### src/rtl/ptr_resolve_stage.sv
module ptr_resolve_stage #(
  parameter int LINE_WORDS = 8,
  parameter int WORD_W     = 12,
  parameter int FIELD_W    = 3,
  parameter int GEN_W      = 4,
  parameter int TAG_W      = 8,
  localparam int OFS_W     = $clog2(LINE_WORDS),
  localparam int ADDR_W    = FIELD_W + WORD_W,
  localparam int LINE_AW   = ADDR_W - OFS_W,
  localparam int LINE_W    = LINE_WORDS * WORD_W
) (
  input  logic               clk,
  input  logic               rst_n,
  input  logic               restart_i,
  input  logic [GEN_W-1:0]   gen_global_i,
  input  logic [FIELD_W-1:0] data_field_i,
  input  logic               in_valid_i,
  input  logic [GEN_W-1:0]   in_gen_i,
  input  logic               in_need_ind_i,
  input  logic               in_autoinc_i,
  input  logic               in_need_load_i,
  input  logic [ADDR_W-1:0]  in_ptr_addr_i,
  input  logic [ADDR_W-1:0]  in_final_addr_i,
  input  logic [TAG_W-1:0]   in_tag_i,
  output logic               in_take_o,
  input  logic               rsp_valid_i,
  input  logic [LINE_AW-1:0] rsp_line_i,
  input  logic [LINE_W-1:0]  rsp_data_i,
  output logic               rsp_take_o,
  input  logic               ld_ready_i,
  output logic               ld_valid_o,
  output logic [LINE_AW-1:0] ld_line_o,
  input  logic               st_ready_i,
  output logic               st_valid_o,
  output logic [LINE_AW-1:0] st_line_o,
  output logic [LINE_W-1:0]  st_data_o,
  output logic [LINE_WORDS-1:0] st_mask_o,
  input  logic               fwd_ready_i,
  output logic               fwd_valid_o,
  output logic [GEN_W-1:0]   fwd_gen_o,
  output logic               fwd_need_load_o,
  output logic [ADDR_W-1:0]  fwd_final_addr_o,
  output logic [TAG_W-1:0]   fwd_tag_o
);

  logic [GEN_W-1:0]   gen_q;
  logic               ports_ok, hit_local, hit_global, stale, live;
  logic               line_ok, advance;
  logic [OFS_W-1:0]   ofs;
  logic [LINE_AW-1:0] ptr_line;
  logic [WORD_W-1:0]  old_ptr, new_ptr;
  logic [ADDR_W-1:0]  final_addr;

  assign ports_ok   = in_valid_i && ld_ready_i && st_ready_i && fwd_ready_i;
  assign hit_local  = (in_gen_i == gen_q);
  assign hit_global = (in_gen_i == gen_global_i);
  assign stale      = ports_ok && !hit_local && !hit_global;
  assign live       = ports_ok && (hit_local || hit_global);

  assign ofs      = in_ptr_addr_i[OFS_W-1:0];
  assign ptr_line = in_ptr_addr_i[ADDR_W-1:OFS_W];
  assign line_ok  = (rsp_line_i == ptr_line);
  assign old_ptr  = rsp_data_i[ofs*WORD_W +: WORD_W];
  assign new_ptr  = in_autoinc_i ? WORD_W'(old_ptr + 1'b1) : old_ptr;

  assign final_addr = in_need_ind_i ? {data_field_i, new_ptr} : in_final_addr_i;

  assign advance    = live && (!in_need_ind_i || (rsp_valid_i && line_ok));
  assign rsp_take_o = live && in_need_ind_i && rsp_valid_i;
  assign in_take_o  = stale || advance;

  assign st_valid_o = advance && in_need_ind_i && in_autoinc_i;
  assign st_line_o  = ptr_line;
  assign st_data_o  = LINE_W'(new_ptr) << (ofs * WORD_W);
  assign st_mask_o  = LINE_WORDS'(1) << ofs;

  assign ld_valid_o = advance && in_need_load_i;
  assign ld_line_o  = final_addr[ADDR_W-1:OFS_W];

  assign fwd_valid_o      = advance;
  assign fwd_gen_o        = in_gen_i;
  assign fwd_need_load_o  = in_need_load_i;
  assign fwd_final_addr_o = final_addr;
  assign fwd_tag_o        = in_tag_i;

  always_ff @(posedge clk or negedge rst_n) begin
    if (!rst_n)
      gen_q <= '0;
    else if (restart_i || (live && !hit_local))
      gen_q <= gen_global_i;
  end

endmodule


### config.mk
export PLATFORM = sky130hd
export DESIGN_NAME = ptr_resolve_stage
export DESIGN_NICKNAME = d
export VERILOG_FILES = /design/src/rtl/ptr_resolve_stage.sv
export SDC_FILE = /design/constraint.sdc
export NUM_CORES = 1
export LEC_CHECK = 0
export BUFFER_PORTS_ARGS = -buffer_cell sky130_fd_sc_hd__buf_2
export CAP_MARGIN = 30
export CORE_AREA = 2 2 128 130
export DETAILED_ROUTE_END_ITERATION = 8
export DIE_AREA = 0 0 130 132
export PLACE_DENSITY = 0.51
export SYNTH_ARGS = -nofsm -noshare
export SYNTH_HDL_FRONTEND = slang
export SYNTH_SLANG_ARGS = --single-unit
### constraint.sdc
create_clock -name clk -period 9.5 [get_ports clk]
set_clock_uncertainty 0.1 [all_clocks]
set_input_delay 1.9 -clock clk [delete_from_list [all_inputs] [get_ports clk]]
set_output_delay 1.9 -clock clk [all_outputs]
set_load 0.02 [all_outputs]
* After elaboration in Yosys (flattened, before gate mapping)
Cells that the tools add are included.
Storage, ports and cells: flip-flop bits (word level) 4, input port bits 168, output and inout port bits 161, logic and storage cells 32
Cells by class: $add $sub $neg 1, multiply operators 1, eq/ne operators 3, shifts and indexed selects 3, muxes and demuxes 2, reduce and logical (&&, ||, !) cells 21
Operator list (number):
- 96-bit by 8-bit indexed part select with 12-bit output | 1
- 12-bit by 7-bit << shifter with 96-bit output | 1
- 15-bit 2-to-1 mux | 1
- 1-bit logical AND | 14
- 12-bit by 1-bit adder with 12-bit output (second input constant) | 1
- 12-bit == test | 1
- 12-bit 2-to-1 mux | 1
- 4-bit == test | 2
- 1-bit by 3-bit << shifter with 8-bit output (first input constant) | 1
- 3-bit by 2-bit multiplier with 5-bit output (second input constant) | 1
- 1-bit logical OR | 4
- 1-bit zero test | 3

* Longest topological paths before layout
Gate-level depths: netlist of the first run.
word-level depth 7, mapped depth 15, depth with buffers taken out 12

* Worst setup path before layout of the first run
No wires, ideal clock.
path type input-to-output, start point input port in_ptr_addr_i[0], end point output port st_data_o[28], arrival time 4.397 ns, setup slack 3.103 ns, stages 11, path through buf_6 mux4_1 mux2_2 ha_1 nand2_1 nand4bb_1 nand2_1 nand3_1 xor2_1 a22oi_1 nor2_1
Between the ends: cells in the longest elaborated chain, start to end 5
RTL lines:
- start, declared | RTL line 22 | input logic [ADDR_W-1:0] in_ptr_addr_i,
- 3-bit by 2-bit multiplier with 5-bit output (*) | RTL line 63, 74
- 96-bit by 8-bit indexed part select with 12-bit output | RTL line 63 | assign old_ptr = rsp_data_i[ofs*WORD_W +: WORD_W];
- 12-bit by 1-bit adder with 12-bit output | RTL line 64 | assign new_ptr = in_autoinc_i ? WORD_W'(old_ptr + 1'b1) : old_ptr;
- 12-bit 2-to-1 mux | RTL line 64
- 12-bit by 7-bit << shifter with 96-bit output (*) | RTL line 74 | assign st_data_o = LINE_W'(new_ptr) << (ofs * WORD_W);
- end, declared | RTL line 36 | output logic [LINE_W-1:0] st_data_o,
Every way passes the cells marked *; elsewhere a longest branch is shown, timed or not.

* Worst setup path in the final report of the first run
Same ends and word-level chain as after synthesis.

==> reports/qor.txt, run 1 <==
Clk buf depth -> 2
# Max-Cap Violations -> 0
Final-layout fill cell count -> 1734
Sequential share of the synthesized area -> 3.09%
Largest net degree at the start of global routing -> 35
# DRC -> 0
Hold/Removal Path Class -> flip-flop to flip-flop
Setup_tns -> 0 ns
Startpoint types -> input pin
Critical Path Fanout Max -> 27
Vias in the first global route -> 3710
Worst Max-Slew Pin Slew -> 0.944 ns
Num CTS Buffers -> 3
Synth Register Bits -> 4
Post-synthesis async set-or-reset flop share -> 100%
Total iterations of the first detailed-routing run -> 4
Clock sink count -> 4
Critical setup path kind -> input pin to output pin
Tot GR Track Use -> 15.6%
Yosys warns -> 0
Layout cell share with drive strength beyond 1 -> 53.6%
Slew margin rel. -> 36.6%
Final ANT Viol Nets -> 0
Drt total wl -> 14400 um
WP data required -> 7.50 ns
Synth Area per Inst -> 7.80 um2
Area growth, synth to finish -> 46.3%
Unrepaired setup endpoints after global routing -> false
Num rows -> 46
Leading registers by flop count -> gen_q: 4 flops
Port Buffer Count -> 312
Max FFs per register -> 4
Pre-CTS setup slack -> 1.88 ns
H-tree Lvls -> 1
Register area -> 100 um2
CP Capture Type -> output pin
Die span in x -> 130 um
Number of flops mapped to enable cells by yosys -> 0
Fmax -> 133 MHz
TritonCTS clock tree -> yes
Final Hold Viols -> 0
Crit path DAT -> 5.53 ns
GRT overflow -> 0
CTS clock-pin slew for the worst setup and hold paths -> 0.03 ns
Inst Count DP -> 886
Fin nets -> 851
Post-Syn Nets -> 591
Main flop type after synthesis -> dfrtp_1
Max IR drop VDD -> 0.0359 mV
Iteration-0 DRC Markers -> 206
Core Area -> 15700 um2
Total number of vias -> 4061
Initial Util -> 20.6%
Final Max Slew Viols -> 0
Synth unique cells -> 57
Top Ports -> 329
PwrDens -> 88.2 nW/um2
Chip height -> 132 um
GPL Wtd Cong -> 0.856
Multi-input gate area -> 2700 um2
Root buf cell -> clkbuf_16
Final cell count without fillers -> 889
Detailed placement HPWL -> 12500 um
Fin crit share -> 79.3%
DR vias/cell -> 4.57
Tmin final -> 7.53 ns
Leak -> 2.51 nW
Post-CTS Setup Repair Bufs -> 0
Resized cells post-CTS -> 0
Ant. Diodes -> 0
Die Area -> 17200 um2
Worst skew pair latency -> 0.22 ns
Largest reg by FF count -> gen_q
# hold bufs at CTS -> 0
Synth Cell Area -> 3240 um2
Final Setup Violations -> 0
Initial antenna violation count -> 0
Avg WL per Cell -> 16.2 um
Post-Syn Instances -> 415
Status -> complete, no violations
First-pass GRT wire length -> 21100 um
Final worst setup slack -> 1.97 ns
cell usage after synthesis, types with 3 or more instances:
| master | instances | area (um2) |
|---|---|---|
| buf_2 | 3 | 15.0 |
| mux4_1 | 13 | 342 |
| nor2b_1 | 12 | 75.1 |
| dfrtp_1 | 4 | 100 |
| buf_4 | 39 | 293 |
| and2_1 | 9 | 56.3 |
| clkbuf_1 | 6 | 22.5 |
| nand4_1 | 6 | 37.5 |
| a21o_1 | 3 | 22.5 |
| o21a_1 | 3 | 22.5 |
| nand3_1 | 11 | 55.1 |
| ha_1 | 7 | 87.6 |
| a221oi_2 | 3 | 45.0 |
| mux2_2 | 20 | 225 |
| mux2i_2 | 3 | 41.3 |
| a22oi_1 | 4 | 30.0 |
| or3_1 | 3 | 18.8 |
| xor2_1 | 15 | 131 |
| mux4_2 | 9 | 203 |
| mux2i_1 | 16 | 160 |
| nand2_1 | 30 | 113 |
| nand2b_1 | 4 | 25.0 |
| buf_1 | 5 | 18.8 |
| xnor2_1 | 16 | 140 |
| nor3_1 | 8 | 40.0 |
| o22ai_1 | 18 | 113 |
| nor2_1 | 87 | 327 |
| inv_1 | 7 | 26.3 |
| o21ai_0 | 3 | 15.0 |
| a21oi_1 | 8 | 40.0 |
| a31oi_1 | 7 | 43.8 |
| and3_1 | 3 | 18.8 |
worst max-delay path, stage by stage:
cell and delay, ns:
buf_2 0.57, mux4_1 0.63, mux2_2 0.31, ha_1 0.21, nand2_1 0.13, nand4bb_1 0.16
nand2_1 0.15, nand3_1 0.12, xor2_1 0.66, a22oi_1 0.34, nor2_1 0.16, buf_2 0.17
cells in the final DEF, fill, tap and decap left out, types with 3 or more instances in the layout:
cell type / instances
xor2_1: 15
a22oi_1: 4
a31oi_1: 7
nand4_1: 6
nor3_1: 8
mux2i_2: 3
mux4_1: 13
xnor2_1: 16
nand3_1: 11
and3_1: 3
o22ai_1: 18
o21ai_0: 3
a21oi_1: 8
buf_2: 312
mux4_2: 9
nor2b_1: 12
or3_1: 3
clkbuf_16: 3
dfrtp_1: 4
inv_1: 7
nand2_1: 30
o21a_1: 3
mux2i_1: 16
ha_1: 7
mux2_2: 20
and2_1: 9
nor2_1: 87
nand2b_1: 4
a21o_1: 3
a221oi_2: 3
metrics by stage:
stage	total power [mW]	util, %	hold slack [ns]	cell area [um2]
after floorplan	0.252	-	0.401	3240
after global placement	0.356	29.7	0.415	4660
after detailed placement	0.356	29.7	0.420	4660
after CTS	0.423	30.1	0.427	4740
after global routing	0.450	30.1	0.446	4740
final	0.418	30.1	0.422	4740
per-layer routing:
layer	vias up	GRT usage [%]	share of wire (%)
met1	1823	20.8	43
met2	224	27.4	49
met5	-	0	0
met4	0	2.69	1.1
li1	1998	-	-
met3	16	1.30	7.6
power breakdown:
part	switching [mW]	internal, mW	leakage, nW
Clock	0.0112	0.0537	0.0370
Combinational	0.210	0.122	2.43
Sequential	0.00106	0.0190	0.0468
Total	0.223	0.195	2.51
path summary, 6_finish.rpt:
kind	from	to	slack [ns]	depth (start not counted)
min in group asynchronous	rst_n	gen_q[2]	1.37	1
hold reg to reg	gen_q[2]	gen_q[2]	0.42	1
hold / removal	gen_q[2]	gen_q[2]	0.42	1
setup reg to reg	gen_q[3]	gen_q[1]	7.66	6
setup / recovery	in_ptr_addr_i[0]	st_data_o[28]	1.97	12
max in group asynchronous	rst_n	gen_q[1]	7.81	1
area by class of cell:
cell class                 instances  area share [%]
timing repair buffer             313            33.1
tap                              216            5.71
multi-input combinational        346            56.9
clock buffer                       3            1.59
sequential                         4            2.11
inverter                           7           0.555
cell families after synthesis:
family	count (synthesis)	synth area share [%]
flip-flops	4	3.09
XOR/XNOR	33	9.74
buffers and inverters	65	13.7
multiplexers	61	30.0
adder cells (fa/ha/maj)	8	3.32
AO/OA/AOI/OAI	61	13.5
AND/OR/NAND/NOR	183	26.7
Note: power is estimated with default switching activity, not from simulation.
==> run 2, diff against run 1 <==
Clock period 9.5 ns to 7.35 ns, I/O delays scaled along.
==> run 2 against run 1 <==
  * Register-to-register slack worse by 2.2 ns
  * Sequential power up 30%
  * Global-route usage about the same
  * Total power up 30%
  * Design area up 0.53%
  * Die area unchanged
  * Combinational power up 30%
  * Clock-buffer cell count unchanged
  * Wire length up 1.2%
  * Critical path depth unchanged
  * Largest cell class unchanged
  * Largest power group unchanged
==> reports/qor.txt, run 2 (synthesis results as in run 1) <==
Pre-CTS setup slack -> 0.737 ns (-1.14 ns)
Critical Path Fanout Max -> 27 (unchanged)
Inst Count DP -> 889 (+0.34%)
PwrDens -> 114 nW/um2 (+29%)
Area growth, synth to finish -> 47.0%
Largest reg by FF count -> gen_q
Initial antenna violation count -> 1 (+1)
Post-CTS Setup Repair Bufs -> 0 (unchanged)
Worst Max-Slew Pin Slew -> 0.898 ns (-0.0460 ns)
End of the critical path -> st_data_o[86]
Critical setup path kind -> input pin to output pin
Total number of vias -> 4099 (+0.94%)
Die span in x -> 130 um (unchanged)
Final Hold Viols -> 0 (unchanged)
GRT overflow -> 0 (unchanged)
Die Area -> 17200 um2 (unchanged)
Tot GR Track Use -> 15.6% (about the same)
Worst Setup SP -> in_ptr_addr_i[0]
Core Area -> 15700 um2 (unchanged)
Clock sink count -> 4 (unchanged)
Fin crit share -> 89.2%
Chip height -> 132 um (unchanged)
Drt total wl -> 14600 um (+1.2%)
Final cell count without fillers -> 893 (+0.45%)
Dpl cell area -> 4680 um2 (+0.48%)
Setup_tns -> 0 ns (unchanged)
H-tree Lvls -> 1 (unchanged)
# Max-Cap Violations -> 0 (unchanged)
Detailed placement HPWL -> 12800 um (+2.0%)
Unrepaired setup endpoints after global routing -> false
Final worst setup slack -> 0.794 ns (-1.18 ns)
# hold bufs at CTS -> 0 (unchanged)
Hold/Removal Path Class -> flip-flop to flip-flop
Commonest non-fill, non-tap cell in the layout -> buf_2
Crit path DAT -> 4.99 ns (-0.54 ns)
TritonCTS clock tree -> yes
R2r startpoint -> gen_q[3]
# DRC -> 0 (unchanged)
Layout cell share with drive strength beyond 1 -> 53.8% (+0.21 points)
Final ANT Viol Nets -> 0 (unchanged)
Worst R2R Setup Slack -> 5.47 ns (-2.19 ns)
Root buf cell -> clkbuf_16
GPL Wtd Cong -> 0.880 (+2.7%)
Reg-to-Reg End -> gen_q[2]
Avg WL per Cell -> 16.4 um (+0.74%)
Startpoint types -> input pin
CP Capture Type -> output pin
CTS clock-pin slew for the worst setup and hold paths -> 0.03 ns (about the same)
WP data required -> 5.78 ns (-1.72 ns)
Leak -> 2.52 nW (+0.57%)
Vias in the first global route -> 3803 (+2.5%)
Top Ports -> 329 (unchanged)
Status -> complete, no violations
Largest net degree at the start of global routing -> 32 (-8.6%)
Total iterations of the first detailed-routing run -> 6 (+2)
R2R cell count -> 6 (unchanged)
Iteration-0 DRC Markers -> 177 (-14%)
Clk buf depth -> 2 (unchanged)
Num rows -> 46 (unchanged)
Num CTS Buffers -> 3 (unchanged)
Fin nets -> 854 (+0.35%)
Final Setup Violations -> 0 (unchanged)
Leading cell types in the layout, fill and taps excluded -> 312 x buf_2, 87 x nor2_1, 30 x nand2_1
Final hold slack -> 0.426 ns (+0.00421 ns)
Tmin final -> 6.56 ns
First-pass GRT wire length -> 21100 um (about the same)
Fmax -> 153 MHz
Final Total Pwr -> 0.543 mW (+30%)
Max FFs per register -> 4 (unchanged)
Max IR drop VDD -> 0.0464 mV (+29%)
Leading registers by flop count -> gen_q: 4 flops
Slew margin rel. -> 40.1% (+3.5 points)
Final Max Slew Viols -> 0 (unchanged)
Initial Util -> 20.6% (unchanged)
Core Util, Final -> 30.3% (+0.16 points)
Worst skew pair latency -> 0.22 ns (about the same)
Final instance area -> 4760 um2 (+0.53%)
Resized cells post-CTS -> 0 (unchanged)
Port Buffer Count -> 312 (unchanged)
DR vias/cell -> 4.59 (+0.48%)
-- run 2: changes by cell type in the layout (fill, tap and decap cells not counted) --
cell	previous run	this run
buf_4	1	4
diode_2	0	1
-- run 2: area by class of cell --
| cell class | instances | area, um2 |
|---|---|---|
| Fill cell | 1746 | 11000 |
| Multi-Input combinational cell | 346 | 2700 |
| Timing Repair Buffer | 316 | 1590 |
| Tap cell | 216 | 270 |
| Sequential cell | 4 | 100 |
| Clock buffer | 3 | 75.1 |
| Inverter | 7 | 26.3 |
| Antenna cell | 1 | 2.50 |
-- run 2: worst min-delay path by stage --
stage,from,end,slack (ns),cells after the start
after floorplan,gen_q[0],gen_q[0],0.40,1
after global placement,gen_q[0],gen_q[0],0.42,1
after detailed placement,gen_q[2],gen_q[2],0.42,1
after CTS,gen_q[3],gen_q[3],0.43,1
after global routing,gen_q[0],gen_q[0],0.45,1
final,gen_q[1],gen_q[1],0.43,1
-- run 2: power breakdown --
| part | switching [mW] | total (mW) | internal [mW] | leakage, nW |
|---|---|---|---|---|
| Sequential | 0.00151 | 0.0260 | 0.0245 | 0.0468 |
| Clock | 0.0135 | 0.0829 | 0.0693 | 0.0370 |
| Combinational | 0.274 | 0.434 | 0.160 | 2.44 |
| Total | 0.289 | 0.543 | 0.254 | 2.52 |
-- run 2: critical path, stage by stage --
cell and delay, ns:
buf_2 0.49, mux4_1 0.63, mux2_2 0.31, ha_1 0.22, nand2_1 0.12, nand4bb_1 0.16
nand2_1 0.15, nand3_1 0.21, xor2_1 0.63, a22oi_1 0.25, nor2_1 0.15, buf_2 0.17
-- run 2: per-layer routing --
layer,vias to the layer above,global-route usage (%),wire length (um)
met2,218,27.9,7120
met5,-,0,0
met4,0,3.11,179
met3,12,1.42,1060
met1,1867,20.1,6250
li1,2002,-,-
==> run 3, diff against run 2 <==
Settings changed: PLACE_DENSITY 0.51 to 0.54, RECOVER_POWER set to 50.
==> run 3 against run 2 <==
  * Clock power up 2%
  * First-iteration DRC count up 10%
  * Sequential power about the same
  * Critical path depth down 2
  * Largest power group unchanged
==> reports/qor.txt, run 3 (synthesis results as in run 1) <==
Status -> complete, no violations
Initial antenna violation count -> 0 (-1)
Leading registers by flop count -> gen_q: 4 flops
Fmax -> 147 MHz (-3.9%)
Worst skew pair latency -> 0.23 ns (about the same)
Root buf cell -> clkbuf_16
Largest reg by FF count -> gen_q
GPL Wtd Cong -> 0.820 (-6.8%)
Reg-to-Reg End -> gen_q[1]
Port Buffer Count -> 312 (unchanged)
Initial Util -> 20.6% (unchanged)
Detailed placement HPWL -> 13200 um (+3.4%)
Final cell count without fillers -> 893 (unchanged)
R2R cell count -> 6 (unchanged)
Met1 usage -> 22.1% (+2.0 points)
Drt total wl -> 15200 um (+4.2%)
Top Ports -> 329 (unchanged)
PwrDens -> 116 nW/um2 (+1.5%)
Chip height -> 132 um (unchanged)
Startpoint types -> input pin
Crit path DAT -> 5.25 ns (+0.26 ns)
Busiest grt layer -> met2
Met2 GRT Util -> 29.0% (+1.1 points)
H-tree Lvls -> 1 (unchanged)
Total iterations of the first detailed-routing run -> 7 (+1)
Met3 usage -> 2.03% (+0.61 points)
Area growth, synth to finish -> 44.0%
Post-CTS Setup Repair Bufs -> 0 (unchanged)
Resized cells post-CTS -> 0 (unchanged)
Layout cell share with drive strength beyond 1 -> 44.2% (-9.7 points)
Max FFs per register -> 4 (unchanged)
DR vias/cell -> 4.59 (about the same)
Num CTS Buffers -> 3 (unchanged)
Clk buf depth -> 2 (unchanged)
Fin nets -> 855 (+0.12%)
GRT overflow -> 0 (unchanged)
Clock sink count -> 4 (unchanged)
Slew margin rel. -> 28.9% (-11 points)
Worst R2R Setup Slack -> 5.49 ns (+0.02 ns)
Core Util, Final -> 29.7% (-0.62 points)
CP cell instances -> buf_2 > buf_4 > mux4_1 > mux2i_1 > nor3_1 > nand4_2 > xor2_1 > a222oi_1 > nor2_1 > buf_2
Critical Path Fanout Max -> 24 (-11%)
Setup_tns -> 0 ns (unchanged)
Avg WL per Cell -> 17.0 um (+4.2%)
Final Setup Violations -> 0 (unchanged)
Largest net degree at the start of global routing -> 32 (unchanged)
Vias in the first global route -> 3970 (+4.4%)
Num rows -> 46 (unchanged)
Hold/Removal Path Class -> flip-flop to flip-flop
Inst Count DP -> 890 (+0.11%)
Worst Setup SP -> in_ptr_addr_i[0]
# hold bufs at CTS -> 0 (unchanged)
# DRC -> 0 (unchanged)
Final Total Pwr -> 0.539 mW (-0.60%)
Worst Max-Slew Pin Slew -> 1.07 ns (+0.169 ns)
CP peak stage delay -> 0.85 ns (+0.22 ns)
Final Max Slew Viols -> 0 (unchanged)
# Max-Cap Violations -> 0 (unchanged)
Die Area -> 17200 um2 (unchanged)
WP data required -> 5.78 ns (about the same)
CP Capture Type -> output pin
Final ANT Viol Nets -> 0 (unchanged)
Final Hold Viols -> 0 (unchanged)
First-pass GRT wire length -> 22700 um (+7.4%)
CTS clock-pin slew for the worst setup and hold paths -> 0.03 ns (about the same)
Fin crit share -> 92.9% (+3.7 points)
TritonCTS clock tree -> yes
CP max stage cell -> a222oi_1
Leading cell types in the layout, fill and taps excluded -> 261 x buf_2, 87 x nor2_1, 53 x clkbuf_1
Tmin final -> 6.82 ns (+0.269 ns)
Unrepaired setup endpoints after global routing -> false
Tot GR Track Use -> 16.7% (+1.1 points)
Core Area -> 15700 um2 (unchanged)
Cell repeated most along the worst path -> buf_2
Critical setup path kind -> input pin to output pin
Commonest non-fill, non-tap cell in the layout -> buf_2
End of the critical path -> st_data_o[57]
Die span in x -> 130 um (unchanged)
Final-layout fill cell count -> 1778 (+1.8%)
Leak -> 2.34 nW (-7.2%)
Total number of vias -> 4097 (-0.049%)
R2r startpoint -> gen_q[0]
Ant. Diodes -> 0 (-1)
Max IR drop VDD -> 0.0581 mV (+25%)
Iteration-0 DRC Markers -> 195 (+10%)
## run 3: cell count changes in the layout (fill, tap and decap cells not counted), moves of 8 or more
cell / before / now
buf_2: 312 / 261
clkbuf_1: 0 / 53
mux2_1: 0 / 8
mux2_2: 20 / 12
## run 3: power by group
group | switching (mW) | internal [mW] | total [mW] | leakage, nW
clock network | 0.0151 | 0.0695 | 0.0846 | 0.0370
logic | 0.276 | 0.153 | 0.429 | 2.26
registers | 0.00138 | 0.0245 | 0.0259 | 0.0468
total | 0.293 | 0.247 | 0.539 | 2.34
## run 3: through the flow
stage          hold slack [ns]  setup slack (ns)  instance area [um2]
3_3_place_gp             0.413             0.641                 4690
4_1_cts                  0.424             0.620                 4770
6_report                 0.422             0.525                 4660
2_1_floorplan            0.401              1.81                 3240
5_1_grt                  0.450             0.172                 4660
3_5_place_dp             0.418             0.626                 4690
## run 3: per-layer routing
metal	vias up	share of wire, %
met2	201	49
met1	1873	43
met3	16	6.5
met4	0	1.4
li1	2007	-
met5	-	0
## run 3: area by class of cell
class	instances	area, um2	area share [%]
well taps	216	270	5.80
multi-input cells	346	2660	57.1
clock buffers	3	75.1	1.61
flip-flops and latches	4	100	2.15
repair buffers	317	1530	32.8
inverters	7	26.3	0.563
## run 3: worst min path at each step
stage	start	end	slack (ns)	depth (start not counted)
floorplan	gen_q[0]	gen_q[0]	0.40	1
CTS	gen_q[1]	gen_q[1]	0.42	1
finish	gen_q[2]	gen_q[2]	0.42	1
detailed placement	gen_q[1]	gen_q[1]	0.42	1
global placement	gen_q[3]	gen_q[3]	0.41	1
global route	gen_q[3]	gen_q[3]	0.45	1
## run 3: worst max-delay path: cells and delay by family
kind,cells,cell delay [ns]
AO/OA/AOI/OAI,1,0.85
buffers and inverters,3,1.06
XOR/XNOR,1,0.20
multiplexers,2,1.11
AND/OR/NAND/NOR,3,0.54
